File: src/rtl/iram_pkg.sv
// Shared widths and the decoded bit-location record for the internal data memory.
package iram_pkg;
    localparam int ADDR_W = 8;
    localparam int DATA_W = 8;
    localparam int IDX_W  = 3;

    typedef logic [ADDR_W-1:0] addr_t;
    typedef logic [DATA_W-1:0] data_t;

    // Where one addressed bit lives: target space, byte address, bit index.
    typedef struct packed {
        logic              to_sfr;
        addr_t             byte_addr;
        logic [IDX_W-1:0]  bit_idx;
    } bitloc_t;
endpackage

File: src/rtl/iram_bitmap.sv
// Bit-address decoder.
// Purpose: turns an 8-bit bit address into a byte location and a bit index.
// Lower half: RAM window starting at BIT_BASE, eight bits per byte.
// Upper half: SFR byte at the address with its low three bits cleared.
// Assumes: eight bits per byte; purely combinational.
module iram_bitmap
    import iram_pkg::*;
#(
    parameter addr_t BIT_BASE = 8'h20
) (
    input  addr_t   bit_addr,
    output bitloc_t loc
);
    localparam int WIN_W = ADDR_W - 1 - IDX_W;

    // Split the bit address into target space, byte and index.
    always_comb begin
        loc.bit_idx = bit_addr[IDX_W-1:0];
        loc.to_sfr  = bit_addr[ADDR_W-1];
        if (bit_addr[ADDR_W-1]) begin
            loc.byte_addr = {bit_addr[ADDR_W-1:IDX_W], {IDX_W{1'b0}}};
        end else begin
            loc.byte_addr = BIT_BASE
                          + addr_t'({{(ADDR_W-WIN_W){1'b0}}, bit_addr[ADDR_W-2:IDX_W]});
        end
    end
endmodule

File: src/rtl/iram_bankmap.sv
// Working-register address translation.
// Purpose: places register number rnum inside the bank chosen by bank.
// Assumes: banks are contiguous from address 0, REGS bytes each.
module iram_bankmap
    import iram_pkg::*;
#(
    parameter int REGS  = 8,
    parameter int REG_W = $clog2(REGS)
) (
    input  logic [1:0]       bank,
    input  logic [REG_W-1:0] rnum,
    output addr_t            addr
);
    // Bank base plus register offset.
    always_comb begin
        addr = addr_t'(bank) * addr_t'(REGS) + addr_t'(rnum);
    end
endmodule

File: src/rtl/iram_array.sv
// Data RAM storage: one synchronous read port and one write port.
// Purpose: holds DEPTH bytes, all cleared by reset.
// The read result is held until the next read.
// Assumes: the caller never reads and writes the same address in one cycle.
module iram_array
    import iram_pkg::*;
#(
    parameter int DEPTH = 128,
    parameter int IW    = $clog2(DEPTH)
) (
    input  logic          clk,
    input  logic          rst_n,
    input  logic          rd_en,
    input  logic [IW-1:0] rd_addr,
    output data_t         rd_q,
    input  logic          wr_en,
    input  logic [IW-1:0] wr_addr,
    input  data_t         wr_data
);
    data_t mem [DEPTH];

    // Clear on reset; otherwise perform the write and the registered read.
    always_ff @(posedge clk) begin
        if (!rst_n) begin
            for (int i = 0; i < DEPTH; i++) begin
                mem[i] <= '0;
            end
            rd_q <= '0;
        end else begin
            if (wr_en) begin
                mem[wr_addr] <= wr_data;
            end
            if (rd_en) begin
                rd_q <= mem[rd_addr];
            end
        end
    end
endmodule

File: src/rtl/iram_bitmem.sv
// Bit-addressable internal data memory, top level.
// Purpose: arbitrates byte, register and bit requests (bit > register > byte).
// Maps each request onto the RAM or the SFR port.
// Runs a two-cycle read-modify-write for single-bit writes.
// Assumes: the SFR port answers reads combinationally in the request cycle;
// DEPTH bytes of RAM sit below the SFR space.
module iram_bitmem
    import iram_pkg::*;
#(
    parameter int    DEPTH         = 128,
    parameter addr_t BIT_BASE      = 8'h20,
    parameter int    REGS_PER_BANK = 8,
    parameter int    REG_W         = $clog2(REGS_PER_BANK)
) (
    input  logic             clk,
    input  logic             rst_n,
    input  logic [1:0]       bank_sel,
    input  logic             byte_req,
    input  logic             byte_we,
    input  logic [7:0]       byte_addr,
    input  logic [7:0]       byte_wdata,
    input  logic             reg_req,
    input  logic             reg_we,
    input  logic [REG_W-1:0] reg_num,
    input  logic [7:0]       reg_wdata,
    input  logic             bit_req,
    input  logic             bit_wr,
    input  logic             bit_val,
    input  logic [7:0]       bit_addr,
    output logic             rd_valid,
    output logic [7:0]       rd_data,
    output logic             bit_valid,
    output logic             bit_rdata,
    output logic             busy,
    output logic             sfr_req,
    output logic             sfr_we,
    output logic [7:0]       sfr_addr,
    output logic [7:0]       sfr_wdata,
    input  logic [7:0]       sfr_rdata
);
    localparam int    IW      = $clog2(DEPTH);
    localparam addr_t RAM_TOP = addr_t'(DEPTH - 1);

    bitloc_t bloc;
    addr_t   reg_addr;

    iram_bitmap #(.BIT_BASE(BIT_BASE)) u_bitmap (
        .bit_addr (bit_addr),
        .loc      (bloc)
    );

    iram_bankmap #(.REGS(REGS_PER_BANK), .REG_W(REG_W)) u_bankmap (
        .bank (bank_sel),
        .rnum (reg_num),
        .addr (reg_addr)
    );

    // Pipeline state between the request cycle and the result cycle.
    logic             busy_q;
    logic             byte_rd_q;
    logic             bit_rd_q;
    logic             src_sfr_q;
    data_t            sfr_cap;
    addr_t            rmw_addr;
    logic [IDX_W-1:0] idx_q;
    logic             val_q;

    // Arbitration: nothing new is accepted during a write-back cycle.
    logic go, sel_bit, sel_reg, sel_byte, acc_valid;
    assign go        = !busy_q;
    assign sel_bit   = go && bit_req;
    assign sel_reg   = go && !bit_req && reg_req;
    assign sel_byte  = go && !bit_req && !reg_req && byte_req;
    assign acc_valid = sel_bit || sel_reg || sel_byte;

    addr_t acc_addr;
    data_t acc_wd;
    logic  acc_sfr, acc_we;

    // Pick the address, target space and write data of the winning request.
    always_comb begin
        acc_addr = byte_addr;
        acc_wd   = byte_wdata;
        acc_sfr  = byte_addr > RAM_TOP;
        acc_we   = sel_byte && byte_we;
        if (sel_bit) begin
            acc_addr = bloc.byte_addr;
            acc_sfr  = bloc.to_sfr;
            acc_we   = 1'b0;
        end else if (sel_reg) begin
            acc_addr = reg_addr;
            acc_wd   = reg_wdata;
            acc_sfr  = 1'b0;
            acc_we   = reg_we;
        end
    end

    // Byte fetched in the request cycle, seen in the following cycle.
    data_t ram_q, fetched, merged;
    assign fetched = src_sfr_q ? sfr_cap : ram_q;

    // Replace only the addressed bit during write-back.
    for (genvar g = 0; g < DATA_W; g++) begin : g_merge
        assign merged[g] = (idx_q == IDX_W'(g)) ? val_q : fetched[g];
    end

    // RAM port control: the write-back cycle owns the write port.
    logic          ram_rd_en, ram_wr_en;
    logic [IW-1:0] ram_wr_addr;
    data_t         ram_wr_data;
    always_comb begin
        ram_rd_en   = acc_valid && !acc_sfr && !acc_we;
        ram_wr_en   = acc_valid && !acc_sfr && acc_we;
        ram_wr_addr = acc_addr[IW-1:0];
        ram_wr_data = acc_wd;
        if (busy_q) begin
            ram_wr_en   = !src_sfr_q;
            ram_wr_addr = rmw_addr[IW-1:0];
            ram_wr_data = merged;
        end
    end

    iram_array #(.DEPTH(DEPTH), .IW(IW)) u_array (
        .clk     (clk),
        .rst_n   (rst_n),
        .rd_en   (ram_rd_en),
        .rd_addr (acc_addr[IW-1:0]),
        .rd_q    (ram_q),
        .wr_en   (ram_wr_en),
        .wr_addr (ram_wr_addr),
        .wr_data (ram_wr_data)
    );

    // SFR port control: request-cycle access or write-back of the merged byte.
    always_comb begin
        sfr_req   = acc_valid && acc_sfr;
        sfr_we    = acc_we;
        sfr_addr  = acc_addr;
        sfr_wdata = acc_wd;
        if (busy_q) begin
            sfr_req   = src_sfr_q;
            sfr_we    = 1'b1;
            sfr_addr  = rmw_addr;
            sfr_wdata = merged;
        end
    end

    // Record what the next cycle must return or write back.
    always_ff @(posedge clk) begin
        if (!rst_n) begin
            busy_q    <= 1'b0;
            byte_rd_q <= 1'b0;
            bit_rd_q  <= 1'b0;
            src_sfr_q <= 1'b0;
            sfr_cap   <= '0;
            rmw_addr  <= '0;
            idx_q     <= '0;
            val_q     <= 1'b0;
        end else begin
            busy_q    <= sel_bit && bit_wr;
            byte_rd_q <= (sel_reg || sel_byte) && !acc_we;
            bit_rd_q  <= sel_bit && !bit_wr;
            if (acc_valid) begin
                src_sfr_q <= acc_sfr;
            end
            if (acc_valid && acc_sfr && !acc_we) begin
                sfr_cap <= sfr_rdata;
            end
            if (sel_bit) begin
                rmw_addr <= bloc.byte_addr;
                idx_q    <= bloc.bit_idx;
                val_q    <= bit_val;
            end
        end
    end

    assign busy      = busy_q;
    assign rd_valid  = byte_rd_q;
    assign rd_data   = fetched;
    assign bit_valid = bit_rd_q;
    assign bit_rdata = fetched[idx_q];
endmodule

File: config.mk
export PLATFORM = sky130hd
export DESIGN_NAME = iram_bitmem
export DESIGN_NICKNAME = d
export VERILOG_FILES = /design/src/rtl/iram_pkg.sv /design/src/rtl/iram_bitmap.sv /design/src/rtl/iram_bankmap.sv /design/src/rtl/iram_array.sv /design/src/rtl/iram_bitmem.sv
export SDC_FILE = /design/constraint.sdc
export NUM_CORES = 2
export LEC_CHECK = 0
export ABC_AREA = 0
export BUFFER_PORTS_ARGS = -buffer_cell sky130_fd_sc_hd__buf_4
export CAP_MARGIN = 30
export CORE_MARGIN = 5
export CORE_UTILIZATION = 30
export DETAILED_ROUTE_END_ITERATION = 16
export PLACE_DENSITY = 0.45
export SLEW_MARGIN = 10
export SYNTH_ARGS = -nofsm -noshare
export SYNTH_HDL_FRONTEND = slang
export SYNTH_SLANG_ARGS = --single-unit
File: constraint.sdc
create_clock -name clk -period 4.86 [get_ports clk]
set_clock_uncertainty 0.2 [all_clocks]
set_input_delay 1.215 -clock clk [delete_from_list [all_inputs] [get_ports clk]]
set_output_delay 1.215 -clock clk [all_outputs]
set_load 0.01 [all_outputs]
==> impl_metrics.toml <==
[outcome]
status = "finished, final reports clean"

[route]
dr.pass1.iters = 5
wire_per_inst_um = 24.0
drc = 0
dr.first_iter.drc_count = 3296
vias = 35200
antenna_left = 0
via_per_inst = 5.09
wl_um = 166000

[final_layout]
syn_to_final_growth_pct = 17.0
post-route-util = 0.352
mostFrequentLayoutCells = "nand2_1 (1184), nor2_1 (1053), edfxtp_1 (1024)"
drive_above_1_share = 0.123
antenna_cells = 0
final_common_cell = "nand2_1"
register_area_um2 = 31400
multi_input_area_um2 = 14900
design_area_um2 = 55600
final_nets = 4794
fill_cells = 15900

[floorplanning]
rows = 146
die_h_um = 408
ios = 84
die_w_um = 408
fp.dieArea_um2 = 167000
start_util = 0.301
core_um2 = 158000

[sta]
period_minus_slack_ns = 4.52
maxSlewViolCount = 0
relSlewSlack = 0.300
grt_setup_unrepaired = "no"
finalHoldViolCount = 0
fmax_mhz = 221
tightest_slew_ns = 1.04
finalCritPeriodShare = 0.929
setup_viol = 0
layout_setup_ws_ns = 0.343

[synthesis]
ys_seq_area_frac = 0.660
synth.avg_cell_area_um2 = 10.3
ys_seq_elements = 1056
synth_cells = 4622
synthArstFlopShare = 0
synth_area_um2 = 47500
ys_warn_count = 0
synth.distinct_cells = 54
synth-edff-count = 1024
yosys_most_used_dff = "edfxtp_1"
syn-num-nets = 4676

[critical_path]
critical_path_required_ns = 3.44
cp_max_fo = 18
worstPathArrival_ns = 3.10
cp-startpoint = "bit_req"
end_kind = "output port"
reg2reg_from = "busy$_SDFF_PN0_"
crit_path_start_kind = "primary input"
criticalPathCategory = "primary input to output port"

[cts]
cts_made_buffers = 114
clockBufferDepth = 3
cts_tree = "done"
clock_sinks = 1056
cts-root-buf = "clkbuf_16"
holdBufCountCts = 0
cts_htree_levels = 3
path_clk_slew_ns = 0.06
post_cts_buffers = 0
clk_latency_ns = 0.75
ctsResizeCount = 0

[job]
maxCapViolations = 0

[global_route]
grt_pass1_wl_um = 242000
antenna_found_initial = 1
grt_pass1_vias = 34800
grt_max_degree = 129
grt-ovfl-total = 0
grt_usage = 0.194

[pwr]
worst_ir_drop_vdd_v = 0.000269
p_leak_nw = 20.6
cellPowerDensity_nw_per_um2 = 390

[min_path]
holdCritStartpoint = "rmw_addr[5]$_SDFFE_PN0P_"
min_path_type = "flop to flop"

[place]
place_area_um2 = 52100
place_hpwl_um = 107000
place_congestion = 0.846
port_buffers = 83
dp_worst_setup_slack_ns = -0.135
==> layout make-up <==
type                       count  area share
sequential                  1056       0.564
multi-input combinational   3202       0.267
timing repair buffer         351      0.0576
clock buffer                 147      0.0539
tap                         2072      0.0466
clock inverter                65     0.00913
inverter                      15     0.00101
==> power by group <==
part	internal [mW]	switching [mW]	total, mW
Sequential	10.3	0.156	10.5
Clock	4.70	3.71	8.41
Combinational	0.754	2.05	2.81
Total	15.8	5.92	21.7
==> cells by family (layout without fill, tap and decap cells) <==
| kind of cell | after synthesis | in the layout | share of synthesized area |
|---|---|---|---|
| flops | 1056 | 1056 | 0.660 |
| mux | 87 | 87 | 0.0194 |
| compound gates | 270 | 270 | 0.0411 |
| buf+inv | 364 | 578 | 0.0310 |
| simple gates | 2845 | 2845 | 0.248 |
==> flip-flops by register name, summed over array words and instances, names as in the netlist <==
register,cells
bit_valid,1
val_q,1
busy,1
u_array.rd_q,8
u_array.mem,1024
rmw_addr,8
sfr_cap,8
idx_q,3
rd_valid,1
src_sfr_q,1
==> layer usage <==
metal	vias to the layer above	wire length (µm)	track usage
met2	999	77200	0.315
met1	17700	75800	0.271
li1	16200	-	-
met4	0	4340	0.0545
met5	-	0	0
met3	201	8660	0.0271
==> critical path, cell delays in order <==
cell     delay (ns)
buf_4          0.20
or4bb_1        0.56
nand4_1        0.20
buf_12         0.19
mux2i_1        0.12
inv_1          0.27
buf_4          0.21
buf_4          0.12
==> cells in the mapped netlist, types with 9 or more instances <==
| master | n | area share |
|---|---|---|
| nand2_1 | 1185 | 0.094 |
| nor2_1 | 1053 | 0.083 |
| edfxtp_1 | 1024 | 0.65 |
| nand3_1 | 374 | 0.039 |
| clkbuf_1 | 259 | 0.020 |
| nand4_1 | 80 | 0.011 |
| buf_2 | 64 | 0.0067 |
| mux2i_1 | 64 | 0.013 |
| a31oi_1 | 54 | 0.0071 |
| a32oi_1 | 53 | 0.0098 |
| and3_1 | 45 | 0.0059 |
| a21oi_1 | 43 | 0.0045 |
| nand2_2 | 35 | 0.0046 |
| dfxtp_1 | 32 | 0.013 |
| o21ai_0 | 27 | 0.0028 |
| mux2_2 | 21 | 0.0050 |
| buf_1 | 19 | 0.0015 |
| nor2b_1 | 16 | 0.0021 |
| o221ai_1 | 16 | 0.0029 |
| inv_1 | 14 | 0.0011 |
| a21boi_0 | 12 | 0.0019 |
| and2_1 | 12 | 0.0016 |
| a22oi_1 | 10 | 0.0016 |
| a32o_1 | 9 | 0.0019 |
| nor4b_1 | 9 | 0.0017 |
==> worst paths after layout <==
path,slack [ns],to,depth (start not counted)
setup / recovery,0.34,sfr_addr[0],8
hold / removal,0.27,rmw_addr[5]$_SDFFE_PN0P_,2
setup reg to reg,0.55,u_array.rd_q[2]$_SDFFE_PN0P_,11
hold reg to reg,0.27,rmw_addr[5]$_SDFFE_PN0P_,2
==> through the flow <==
step / cells / setup TNS, ns / hold WS [ns] / power, mW
floorplan: 4622 / 0 / 0.243 / 12.0
global placement: 6695 / -0.160 / 0.258 / 13.5
detailed placement: 6695 / -0.187 / 0.260 / 13.5
CTS: 6907 / 0 / 0.269 / 21.8
global route: 6908 / 0 / 0.301 / 22.4
finish: 6908 / 0 / 0.274 / 21.7
No activity file was read; power rests on OpenSTA's default activity.
